**src/rtl/tanh_rl_pkg.sv**
```systemverilog
package tanh_rl_pkg;

  typedef enum logic {
    LANES_HALF = 1'b0,
    LANES_BYTE = 1'b1
  } lane_mode_e;

  localparam int WORD_W = 32;
  localparam longint Q30_ONE = 64'sd1073741824;

  // exp(-z) with z in Q30, z < 2^33: Taylor series on z/16, then four squarings
  function automatic longint exp_neg_q30(input longint z);
    longint zr;
    longint acc;
    longint term;
    zr   = z >>> 4;
    acc  = Q30_ONE;
    term = Q30_ONE;
    for (int n = 1; n <= 16; n++) begin
      term = -((term * zr) / (longint'(n) <<< 30));
      acc  = acc + term;
    end
    for (int s = 0; s < 4; s++) begin
      acc = (acc * acc) >>> 30;
    end
    return acc;
  endfunction

  // rounded tanh of x_lsb / 2^in_frac, scaled by 2^out_frac and clamped below 1.0
  function automatic int tanh_point(input int x_lsb, input int in_frac, input int out_frac);
    longint z;
    longint e;
    longint num;
    longint den;
    longint q;
    z   = longint'(x_lsb) <<< (31 - in_frac);
    e   = exp_neg_q30(z);
    num = (Q30_ONE - e) <<< out_frac;
    den = Q30_ONE + e;
    q   = (num + (den >>> 1)) / den;
    if (q > ((64'sd1 <<< out_frac) - 1)) q = (64'sd1 <<< out_frac) - 1;
    return int'(q);
  endfunction

endpackage

```
**src/rtl/tanh_rl_lead.sv**
```systemverilog
module tanh_rl_lead #(
  parameter int W     = 16,
  parameter int POS_W = $clog2(W)
) (
  input  logic [W-1:0]     mag,
  output logic [POS_W-1:0] pos,
  output logic             any
);

  // highest set bit wins: later iterations overwrite earlier ones
  always_comb begin
    pos = '0;
    any = 1'b0;
    for (int i = 0; i < W; i++) begin
      if (mag[i]) begin
        pos = POS_W'(i);
        any = 1'b1;
      end
    end
  end

endmodule

```
**src/rtl/tanh_rl_seg_rom.sv**
```systemverilog
module tanh_rl_seg_rom #(
  parameter int DATA_W  = 16,
  parameter int IN_FRAC = 12,
  parameter int IDX_W   = 5,
  parameter int LIN_POS = 5,
  parameter int SAT_POS = 14,
  parameter int POS_W   = $clog2(DATA_W)
) (
  input  logic [DATA_W-1:0] mag,
  input  logic [POS_W-1:0]  pos,
  output logic [DATA_W-2:0] entry
);

  localparam int OUT_FRAC = DATA_W - 1;
  localparam int SEG_LEN  = 1 << IDX_W;
  localparam int ROWS     = SAT_POS - LIN_POS;
  localparam int ENTRIES  = ROWS * SEG_LEN;
  localparam int ADDR_W   = $clog2(ENTRIES);

  // one segment per leading-one position; samples taken at segment midpoints
  function automatic logic [ENTRIES*OUT_FRAC-1:0] build_tbl();
    logic [ENTRIES*OUT_FRAC-1:0] t;
    int p;
    int step;
    int mid;
    t = '0;
    for (int r = 0; r < ROWS; r++) begin
      for (int c = 0; c < SEG_LEN; c++) begin
        p    = r + LIN_POS;
        step = 1 << (p - IDX_W);
        mid  = (1 << p) + c * step + (step >> 1);
        t[(r*SEG_LEN + c)*OUT_FRAC +: OUT_FRAC] =
          OUT_FRAC'(tanh_rl_pkg::tanh_point(mid, IN_FRAC, OUT_FRAC));
      end
    end
    return t;
  endfunction

  localparam logic [ENTRIES*OUT_FRAC-1:0] SEG_TBL = build_tbl();

  logic [POS_W-1:0]  row;
  logic [IDX_W-1:0]  col;
  logic [ADDR_W-1:0] addr;

  always_comb begin
    if (pos >= POS_W'(LIN_POS) && pos < POS_W'(SAT_POS)) begin
      row = pos - POS_W'(LIN_POS);
      col = IDX_W'(mag >> (pos - POS_W'(IDX_W)));
    end else begin
      row = '0;
      col = '0;
    end
    addr  = (ADDR_W'(row) << IDX_W) | ADDR_W'(col);
    entry = SEG_TBL[int'(addr)*OUT_FRAC +: OUT_FRAC];
  end

endmodule

```
**src/rtl/tanh_rl_lane.sv**
```systemverilog
module tanh_rl_lane #(
  parameter int DATA_W  = 16,
  parameter int IN_FRAC = 12,
  parameter int IDX_W   = 5,
  parameter int LIN_POS = 5,
  parameter int SAT_POS = 14
) (
  input  logic [DATA_W-1:0] x_in,
  output logic [DATA_W-1:0] y_out
);

  localparam int OUT_FRAC = DATA_W - 1;
  localparam int POS_W    = $clog2(DATA_W);
  localparam int SHIFT    = OUT_FRAC - IN_FRAC;
  localparam logic [DATA_W-1:0] POS_MAX = {1'b0, {OUT_FRAC{1'b1}}};
  localparam logic [DATA_W-1:0] NEG_MAX = {1'b1, {(OUT_FRAC-1){1'b0}}, 1'b1};

  logic                neg;
  logic [DATA_W-1:0]   mag;
  logic [POS_W-1:0]    pos;
  logic                any;
  logic [OUT_FRAC-1:0] tbl_val;
  logic [OUT_FRAC-1:0] mag_out;
  logic [DATA_W-1:0]   mag_ext;

  // odd symmetry: evaluate on the magnitude (full width holds 2^(DATA_W-1))
  always_comb begin
    neg = x_in[DATA_W-1];
    mag = neg ? (~x_in + DATA_W'(1)) : x_in;
  end

  tanh_rl_lead #(.W(DATA_W), .POS_W(POS_W)) u_lead (
    .mag (mag),
    .pos (pos),
    .any (any)
  );

  tanh_rl_seg_rom #(
    .DATA_W (DATA_W), .IN_FRAC (IN_FRAC), .IDX_W (IDX_W),
    .LIN_POS(LIN_POS), .SAT_POS(SAT_POS), .POS_W(POS_W)
  ) u_rom (
    .mag   (mag),
    .pos   (pos),
    .entry (tbl_val)
  );

  always_comb begin
    if (!any || pos < POS_W'(LIN_POS)) begin
      mag_out = OUT_FRAC'(mag << SHIFT);
    end else if (pos >= POS_W'(SAT_POS)) begin
      mag_out = {OUT_FRAC{1'b1}};
    end else begin
      mag_out = tbl_val;
    end
    mag_ext = {1'b0, mag_out};
    y_out   = neg ? (~mag_ext + DATA_W'(1)) : mag_ext;
  end

  always_comb begin
    if (x_in == '0) begin
      assert_zero_exact_R6: assert (y_out == '0)
        else $error("zero input produced nonzero output");
    end
    if (any && pos >= POS_W'(SAT_POS)) begin
      assert_sat_clamp_R7: assert (y_out == (neg ? NEG_MAX : POS_MAX))
        else $error("saturated lane not at full scale");
    end
    if (any && pos < POS_W'(LIN_POS)) begin
      assert_linear_exact_R8: assert (y_out == DATA_W'(x_in << SHIFT))
        else $error("small input not passed linearly");
    end
  end

endmodule

```
**src/rtl/tanh_rl_unit.sv**
```systemverilog
module tanh_rl_unit #(
  parameter int H_IN_FRAC = 12,
  parameter int H_IDX_W   = 5,
  parameter int H_LIN_POS = 5,
  parameter int H_SAT_POS = 14,
  parameter int B_IN_FRAC = 5,
  parameter int B_IDX_W   = 3,
  parameter int B_LIN_POS = 3,
  parameter int B_SAT_POS = 7
) (
  input  logic        clk,
  input  logic        rst_n,
  input  logic        start,
  input  logic        mode,
  input  logic [31:0] operand,
  output logic        done,
  output logic [31:0] result
);

  import tanh_rl_pkg::*;

  localparam int HALF_W     = 16;
  localparam int BYTE_W     = 8;
  localparam int HALF_LANES = WORD_W / HALF_W;
  localparam int BYTE_LANES = WORD_W / BYTE_W;

  // reset synchronizer: asynchronous assert, synchronous release
  logic rst_meta;
  logic rst_sync_n;

  always_ff @(posedge clk or negedge rst_n) begin
    if (!rst_n) begin
      rst_meta   <= 1'b0;
      rst_sync_n <= 1'b0;
    end else begin
      rst_meta   <= 1'b1;
      rst_sync_n <= rst_meta;
    end
  end

  // stage 1: operand capture
  logic              issue_q, issue_d;
  logic [WORD_W-1:0] op_q, op_d;
  lane_mode_e        mode_q, mode_d;
  // stage 2: registered result
  logic              done_q, done_d;
  logic [WORD_W-1:0] res_q, res_d;

  logic [WORD_W-1:0] half_word;
  logic [WORD_W-1:0] byte_word;
  logic [WORD_W-1:0] lane_word;

  generate
    for (genvar g = 0; g < HALF_LANES; g++) begin : g_half
      tanh_rl_lane #(
        .DATA_W(HALF_W), .IN_FRAC(H_IN_FRAC), .IDX_W(H_IDX_W),
        .LIN_POS(H_LIN_POS), .SAT_POS(H_SAT_POS)
      ) u_lane (
        .x_in  (op_q[g*HALF_W +: HALF_W]),
        .y_out (half_word[g*HALF_W +: HALF_W])
      );
    end
    for (genvar g = 0; g < BYTE_LANES; g++) begin : g_byte
      tanh_rl_lane #(
        .DATA_W(BYTE_W), .IN_FRAC(B_IN_FRAC), .IDX_W(B_IDX_W),
        .LIN_POS(B_LIN_POS), .SAT_POS(B_SAT_POS)
      ) u_lane (
        .x_in  (op_q[g*BYTE_W +: BYTE_W]),
        .y_out (byte_word[g*BYTE_W +: BYTE_W])
      );
    end
  endgenerate

  always_comb begin
    lane_word = (mode_q == LANES_BYTE) ? byte_word : half_word;
    issue_d   = start;
    op_d      = start ? operand : op_q;
    mode_d    = start ? lane_mode_e'(mode) : mode_q;
    done_d    = issue_q;
    res_d     = issue_q ? lane_word : res_q;
  end

  always_ff @(posedge clk or negedge rst_sync_n) begin
    if (!rst_sync_n) begin
      issue_q <= 1'b0;
      op_q    <= '0;
      mode_q  <= LANES_HALF;
      done_q  <= 1'b0;
      res_q   <= '0;
    end else begin
      issue_q <= issue_d;
      op_q    <= op_d;
      mode_q  <= mode_d;
      done_q  <= done_d;
      res_q   <= res_d;
    end
  end

  assign done   = done_q;
  assign result = res_q;

  assert_done_latency_R1: assert property (@(posedge clk) disable iff (!rst_sync_n)
    start |-> ##2 done);

  assert_done_cause_R1: assert property (@(posedge clk) disable iff (!rst_sync_n)
    done |-> $past(start, 2));

  assert_result_hold_R10: assert property (@(posedge clk) disable iff (!rst_sync_n)
    !$stable(result) |-> done);

endmodule

```
**config.mk**
```make
export PLATFORM = sky130hd
export DESIGN_NAME = tanh_rl_unit
export DESIGN_NICKNAME = d
export VERILOG_FILES = /design/src/rtl/tanh_rl_pkg.sv /design/src/rtl/tanh_rl_lead.sv /design/src/rtl/tanh_rl_seg_rom.sv /design/src/rtl/tanh_rl_lane.sv /design/src/rtl/tanh_rl_unit.sv
export SDC_FILE = /design/constraint.sdc
export NUM_CORES = 1
export LEC_CHECK = 0
export ABC_AREA = 1
export BUFFER_PORTS_ARGS = -buffer_cell sky130_fd_sc_hd__buf_2
export CAP_MARGIN = 25
export CORE_ASPECT_RATIO = 2
export CORE_MARGIN = 2
export CORE_UTILIZATION = 50
export CTS_CLUSTER_SIZE = 14
export DETAILED_ROUTE_END_ITERATION = 12
export GPL_TIMING_DRIVEN = 0
export PLACE_DENSITY = 0.63
export SLEW_MARGIN = 5
export SYNTH_ARGS = -nofsm -noshare
export SYNTH_HDL_FRONTEND = slang
export SYNTH_SLANG_ARGS = --single-unit
```
**constraint.sdc**
```tcl
create_clock -name clk -period 2.95 [get_ports clk]
set_input_delay 0.7375 -clock clk [delete_from_list [all_inputs] [get_ports clk]]
set_output_delay 0.7375 -clock clk [all_outputs]
set_load 0.01 [all_outputs]
```
==> summary.md, run 1 <==
| Metric | Value |
|---|---|
| Number of global-route vias before repair | 26653 |
| HPWL after DPL | 62600 um |
| # hold bufs at CTS | 0 |
| Post-synthesis xor/xnor area fraction | 0.0112 |
| Total track usage | 0.561 |
| I/O Buffers | ~70 |
| Placed Area | 17600 sq um |
| Most used DFF post-synth | dfrtp_1 |
| Die Y | 258 um |
| Post-synthesis mux area share | 0.000619 |
| Chip Width | 131 um |
| Mapped Area | ~16000 sq um |
| First-pass GRT wire length | 149000 um |
| Post-synth cell types | 61 |
| Err | [ERROR GRT-0116] Global routing finished with congestion. Check the congestion regions in the DRC Viewer. |
| CTS Buf Count | 9 |
| Initial Util | 0.506 |
| Synthesized net count | 3230 |
| Synth top area share | 0.252 |
| Seq cells post-synth | 69 |
| Clk sinks | 69 |
| CTS Root Cell | clkbuf_16 |
| Compound-Gate Fraction of Synth Area | 0.181 |
| Post-synth top cells | 1086 x nand2_1, 427 x nand3_1, 296 x nor2_1, 287 x inv_1, 231 x o21ai_0 |
| H-tree depth | 3 |
| Sequential element share of the synthesized area | 0.107 |
| Count leader, synth | nand2_1 |
| Post-synth EDFFs | 0 |
| Syn_area_per_cell | 5.21 sq um |
| Mapped Cells | 3108 |
| Synth async-reset ratio | 1.00 |
| Warnings from Yosys | 0 |
| Biggest area contributors in the synthesized netlist | nand2_1 25%, nand3_1 13%, dfrtp_1 11%, o21ai_0 7.1%, nor2_1 6.9% |
| Adder-Cell Fraction of Synth Area | 0.0665 |
| Largest net degree at the start of global routing | 67 |
| Area leader, netlist | nand2_1 |
| I/O pins | 69 |
| FP Rows | 93 |
| CTS Buffer Depth | 2 |
| Outcome | did not finish |
| Fail Step | global routing |
| Final RePlAce weighted congestion | roughly 1.1 |
| Synth Area in Simple Gates | 0.519 |
| Gr ovfl total | 12 |
| Largest family of logic cells by synthesized area | simple AND/OR/NAND/NOR gates |
[metrics by stage]
stage	setup slack, ns	utilization	std cells	hold WS [ns]	TNS (ns)
after CTS	-2.64	0.662	3819	0.114	-80.49
after detailed placement	-4.04	0.549	3604	0.105	-114.60
after global placement	-3.98	0.548	3603	0.344	-112.65
after floorplan	-2.22	-	3108	0.331	-65.39
[what timing repair did]
item | in CTS
gates cloned | 6
gates resized for setup | 471
setup buffers | 193
setup endpoints to repair | 32
pin swaps | 202
[kinds of logic after synthesis]
kind of cell	count (synthesis)
xor+xnor	19
compound gates	524
flops	69
fa+ha+maj	86
buf+inv	444
simple gates	1964
other cells	1
mux	1
[per-layer routing]
metal  GRT overflow  global-route usage
met5              0              0.0185
met2              9               0.836
met1              0               0.569
met3              0               0.246
met4              3               0.576
==> inputs of run 2 (changes only) <==
Settings changed: CORE_ASPECT_RATIO 2 to unset, CORE_UTILIZATION 50 to 35, CTS_CLUSTER_SIZE 14 to unset, PLACE_DENSITY 0.63 to unset, PLACE_DENSITY_LB_ADDON set to 0.15.
==> run 2 against run 1 <==
Net effect:
- the flow now finishes, with violations (setup timing)
- synthesized cell count did not move
- area after synthesis did not move
==> summary.md, run 2 <==
| Metric | Value |
|---|---|
| Outcome | finished with violations |
| Failing checks | setup timing |
| Total track usage | 0.358 |
| Worst-Margin Slew | 0.784 ns |
| VDD IR max | roughly 800 uV |
| Die area | approximately 48000 sq um |
| Most used DFF post-synth | dfrtp_1 |
| Final Hold Slack | roughly 0.16 ns |
| H-tree depth | 3 |
| P_leak | 11.1 nW |
| Dpl cells | 3778 |
| Syn_area_per_cell | 5.21 sq um |
| Mapped Cells | 3108 |
| Drt wl/cell | 22.0 um |
| CTS Buf Count | 9 |
| Warnings from Yosys | 0 |
| DR WL met3 | 7490 um |
| DRT iter0 DRCs | 2708 |
| Largest net degree at the start of global routing | 46 |
| Worst-Skew Late Latency | 0.36 ns |
| Setup CP Type | reg -> reg |
| Req. time, crit path | 3.24 ns |
| Setup WS post-layout | -2.81 ns |
| Synthesized net count | 3230 |
| # diodes | 0 |
| Top Layer Used | met4 |
| Clk sinks | slightly below 70 |
| Max Cap Viol | 0 |
| Core box area | around 45000 sq um |
| Met2 wire length | 38800 um |
| Logic pwr share | 0.907 |
| CP max-delay cell | dfrtp_2 |
| Final Hold Vio Count | 0 |
| Worst Skew | about 0.0088 ns |
| CTS Buffer Depth | 2 |
| Synth async-reset ratio | 1.00 |
| Post-synth top cells | 1086 x nand2_1, 427 x nand3_1, 296 x nor2_1, 287 x inv_1, 231 x o21ai_0 |
| Total wire length | between 80000 and 90000 um |
| Fmax achieved | 173 MHz |
| Min Tclk post-route | 5.76 ns |
| CTS Root Cell | clkbuf_16 |
| Post-synth cell types | just over 60 |
| Seq cells post-synth | a little under 70 |
| Most frequent cells in the layout | 931 x nand2_1, 341 x nand3_1, 255 x nor2_1, 247 x buf_4, 244 x inv_1 |
| Synth top area share | 0.252 |
| Count leader, synth | nand2_1 |
| Area leader, netlist | nand2_1 |
| Final RePlAce weighted congestion | 1.03 |
| DR vias/cell | approximately 5.8 |
| Peak fanout along the critical path | 10 |
| PnR Total Power | 26.5 mW |
| Worst setup SP type | register |
| CP dominant cell by count | buf_4 |
| Clock tree from TritonCTS | done |
| Unrepaired setup endpoints after global routing | yes |
| Worst slew margin | 0.478 |
| Dpl ws | -4.24 ns |
| Fin crit share | 1.95 |
| Switching share of power | 0.626 |
| I/O pins | 69 |
| NetSw | 16.6 mW |
| Final slew viol count | 0 |
| Die Y | about 220 um |
| Crit path arrival time | just over 6 ns |
| Post-synth EDFFs | 0 |
| Chip Width | 219 um |
| Initial antenna violation count | 0 |
| FP Rows | between 70 and 80 |
| Number of remaining DRC errors | 0 |
| Final cell count without fillers | ~4100 |
| Int Pwr | 9.91 mW |
| First-pass GRT wire length | 131000 um |
| Setup Viol. Count Final | 32 |
| Sequential element share of the synthesized area | 0.107 |
| # hold bufs at CTS | 0 |
| Power per cell area | 1160 nW/um^2 |
| Fraction of layout cells with a size suffix above 1 | 0.291 |
| Mapped Area | 16200 sq um |
| Post-layout nets | 3578 |
| Area grow syn2layout | 41.1% |
| Crit. End Element | register |
| Routed Antenna Nets | 0 |
| Clk pwr share | 0.039 |
| Wire length on met1 | between 30000 and 40000 um |
| I/O Buffers | 68 |
| Fill count | approximately 4800 |
| Fin Setup TNS | -85.50 ns |
| Hold crit path type | in -> async |
| Vias | 23739 |
| Clock Pin Slew Worst Setup and Hold Paths | 0.06 ns |
| Seq pwr share | 0.053 |
| R2R Setup Slk | -2.81 ns |
| Most common cell after layout, fill and taps aside | nand2_1 |
| Biggest area contributors in the synthesized netlist | nand2_1 25%, nand3_1 13%, dfrtp_1 11%, o21ai_0 7.1%, nor2_1 6.9% |
| Initial Util | 0.356 |
| Critical path's largest stage delay | 0.45 ns |
| HPWL after DPL | 64700 um |
| Drt first pass iters | 6 |
| Gr ovfl total | 0 |
| Number of global-route vias before repair | roughly 22000 |
==> run 2: cell counts after synthesis <==
Identical to the previous run, type by type.
==> run 2: final cells by class <==
class / count / area, sq um / area share
Clock inverter: 4 / 25.0 / 0.00110
Sequential cell: 69 / 1740 / 0.0762
Buffer: 115 / 890 / 0.0390
Inverter: 328 / 1400 / 0.0613
Timing Repair inverter: 1 / 6.26 / 0.000274
Tap cell: 600 / 751 / 0.0329
Clock buffer: 11 / 243 / 0.0106
Multi-Input combinational cell: 2598 / 15200 / 0.665
Timing Repair Buffer: 334 / 2590 / 0.114
==> run 2: logic make-up after synthesis <==
group,count (synthesis),share of synthesized area
simple gates,1964,0.519
buf+inv,444,0.115
fa+ha+maj,86,0.0665
compound gates,524,0.181
mux,1,0.000619
xor+xnor,19,0.0112
other cells,1,0.000232
flops,69,0.107
==> run 2: routing by layer <==
metal | vias up | global-route usage
met5 | - | 0
li1 | 10894 | -
met3 | 331 | 0.0484
met2 | 1398 | 0.557
met4 | 0 | 0.186
met1 | 11116 | 0.482
==> run 2: what timing repair did <==
action,CTS,global route
setup buffers,208,55
pin swaps,192,113
gates cloned,6,1
endpoints found under the setup margin,32,32
gates resized for setup,492,217
==> run 2: per-stage QoR <==
stage / cell area, sq um / util
2_1_floorplan: 16700 / -
3_3_place_gp: 17800 / 0.390
3_5_place_dp: 17800 / 0.391
4_1_cts: 21700 / 0.476
5_1_grt: 22800 / 0.502
6_report: 22800 / 0.502
==> run 2: worst max-delay path: cells and delay by family (launching register included) <==
kind,cells,cell delay [ns]
adder cells (fa/ha/maj),1,0.17
XOR/XNOR,1,0.19
AND/OR/NAND/NOR,17,1.89
buffers and inverters,17,2.03
flip-flops,1,0.45
AO/OA/AOI/OAI,5,0.94
==> run 2: worst paths after layout <==
kind,from,to,cells after the start
worst min-delay path,rst_n,rst_sync_n$_DFF_PN0_,1
min in group clk,rst_meta$_DFF_PN0_,rst_sync_n$_DFF_PN0_,0
worst max-delay path,op_q[0]$_DFFE_PN0P_,result[5]$_DFFE_PN0P_,41
max in group asynchronous,rst_sync_n$_DFF_PN0_,op_q[1]$_DFFE_PN0P_,1
worst min register to register,rst_sync_n$_DFF_PN0_,done$_DFF_PN0_,0
worst max register to register,op_q[0]$_DFFE_PN0P_,result[5]$_DFFE_PN0P_,41
==> run 2: power groups by stage <==
| stage | registers, mW | logic (mW) | clock network (mW) |
|---|---|---|---|
| floorplan | 1.38 | 12.0 | 0 |
| finish | 1.42 | 24.1 | 1.05 |
| CTS | 1.40 | 21.9 | 1.07 |
| global placement | 1.43 | 18.0 | 0 |
| global route | 1.43 | 25.4 | 1.09 |
| detailed placement | 1.41 | 17.8 | 0 |
Power figures use the tool's default switching activity.
==> inputs of run 3 (changes only) <==
Settings changed: CORE_UTILIZATION 35 to 52, PLACE_DENSITY set to 0.69, PLACE_DENSITY_LB_ADDON 0.15 to unset.
==> run 3 against run 2 <==
Net effect:
- the run now fails in global routing
- synthesized cell count stayed put
- area after synthesis unchanged
==> summary.md, run 3 <==
| Metric | Value |
|---|---|
| Synthesized net count | 3230 |
| Clk sinks | between 60 and 70 |
| Count leader, synth | nand2_1 |
| Post-synth top cells | 1086 x nand2_1, 427 x nand3_1, 296 x nor2_1, 287 x inv_1, 231 x o21ai_0 |
| Sequential element share of the synthesized area | 0.107 |
| Initial Util | 0.529 |
| FP Rows | 64 |
| Warnings from Yosys | 0 |
| Biggest area contributors in the synthesized netlist | nand2_1 25%, nand3_1 13%, dfrtp_1 11%, o21ai_0 7.1%, nor2_1 6.9% |
| CTS Buf Count | 9 |
| HPWL after DPL | roughly 58000 um |
| Gr ovfl total | 18 |
| Most used DFF post-synth | dfrtp_1 |
| Die Y | approximately 180 um |
| Chip Width | between 150 and 200 um |
| H-tree depth | 3 |
| Worst endpoint type | register data pin |
| Dpl cells | 3573 |
| Fail Step | global routing |
| Post-synth EDFFs | 0 |
| Final RePlAce weighted congestion | 1.14 |
| CTS Root Cell | clkbuf_16 |
| Err | [ERROR GRT-0232] Routing congestion too high. Check the congestion heatmap in the GUI. |
| Mapped Area | 16200 sq um |
| I/O Buffers | 68 |
| Area leader, netlist | nand2_1 |
| Outcome | did not finish |
| CTS Buffer Depth | 2 |
| Post-synth cell types | 61 |
| Worst-path endpoint after global-route repair_timing | result[11]$_DFFE_PN0P_/D |
| Total track usage | 0.817 |
| Seq cells post-synth | 69 |
| Synth async-reset ratio | 1.00 |
| Largest net degree at the start of global routing | 68 |
| Syn_area_per_cell | 5.21 sq um |
| I/O pins | 69 |
| Mapped Cells | 3108 |
| Synth top area share | 0.252 |
[run 3: cell counts after synthesis]
Identical to the previous run, type by type.
[run 3: cell families after synthesis]
| kind of cell | count (synthesis) | synth area share |
|---|---|---|
| flip-flops | 69 | 0.107 |
| XOR/XNOR | 19 | 0.0112 |
| AND/OR/NAND/NOR | 1964 | 0.519 |
| adder cells (fa/ha/maj) | 86 | 0.0665 |
| multiplexers | 1 | 0.000619 |
| buffers and inverters | 444 | 0.115 |
| AO/OA/AOI/OAI | 524 | 0.181 |
| other | 1 | 0.000232 |
[run 3: routing by layer]
metal / GRT usage / overflow
met1: 0.835 / 3
met3: 0.765 / 1
met4: 0.736 / 8
met2: 0.905 / 6
met5: 0.520 / 0
[run 3: what timing repair did]
action                                  4_1_cts
pin swaps                                   175
resized for setup                           432
cloned                                        6
endpoints found under the setup margin       32
hold buffers                                  0
setup buffers                               178
[run 3: metrics by stage]
step                      setup TNS, ns  cell area, sq um  worst slack, ns
after CTS                        -78.14             20900            -2.56
after global placement          -109.21             17500            -3.79
after detailed placement        -111.88             17500            -3.87
after floorplan                  -65.39             16700            -2.22
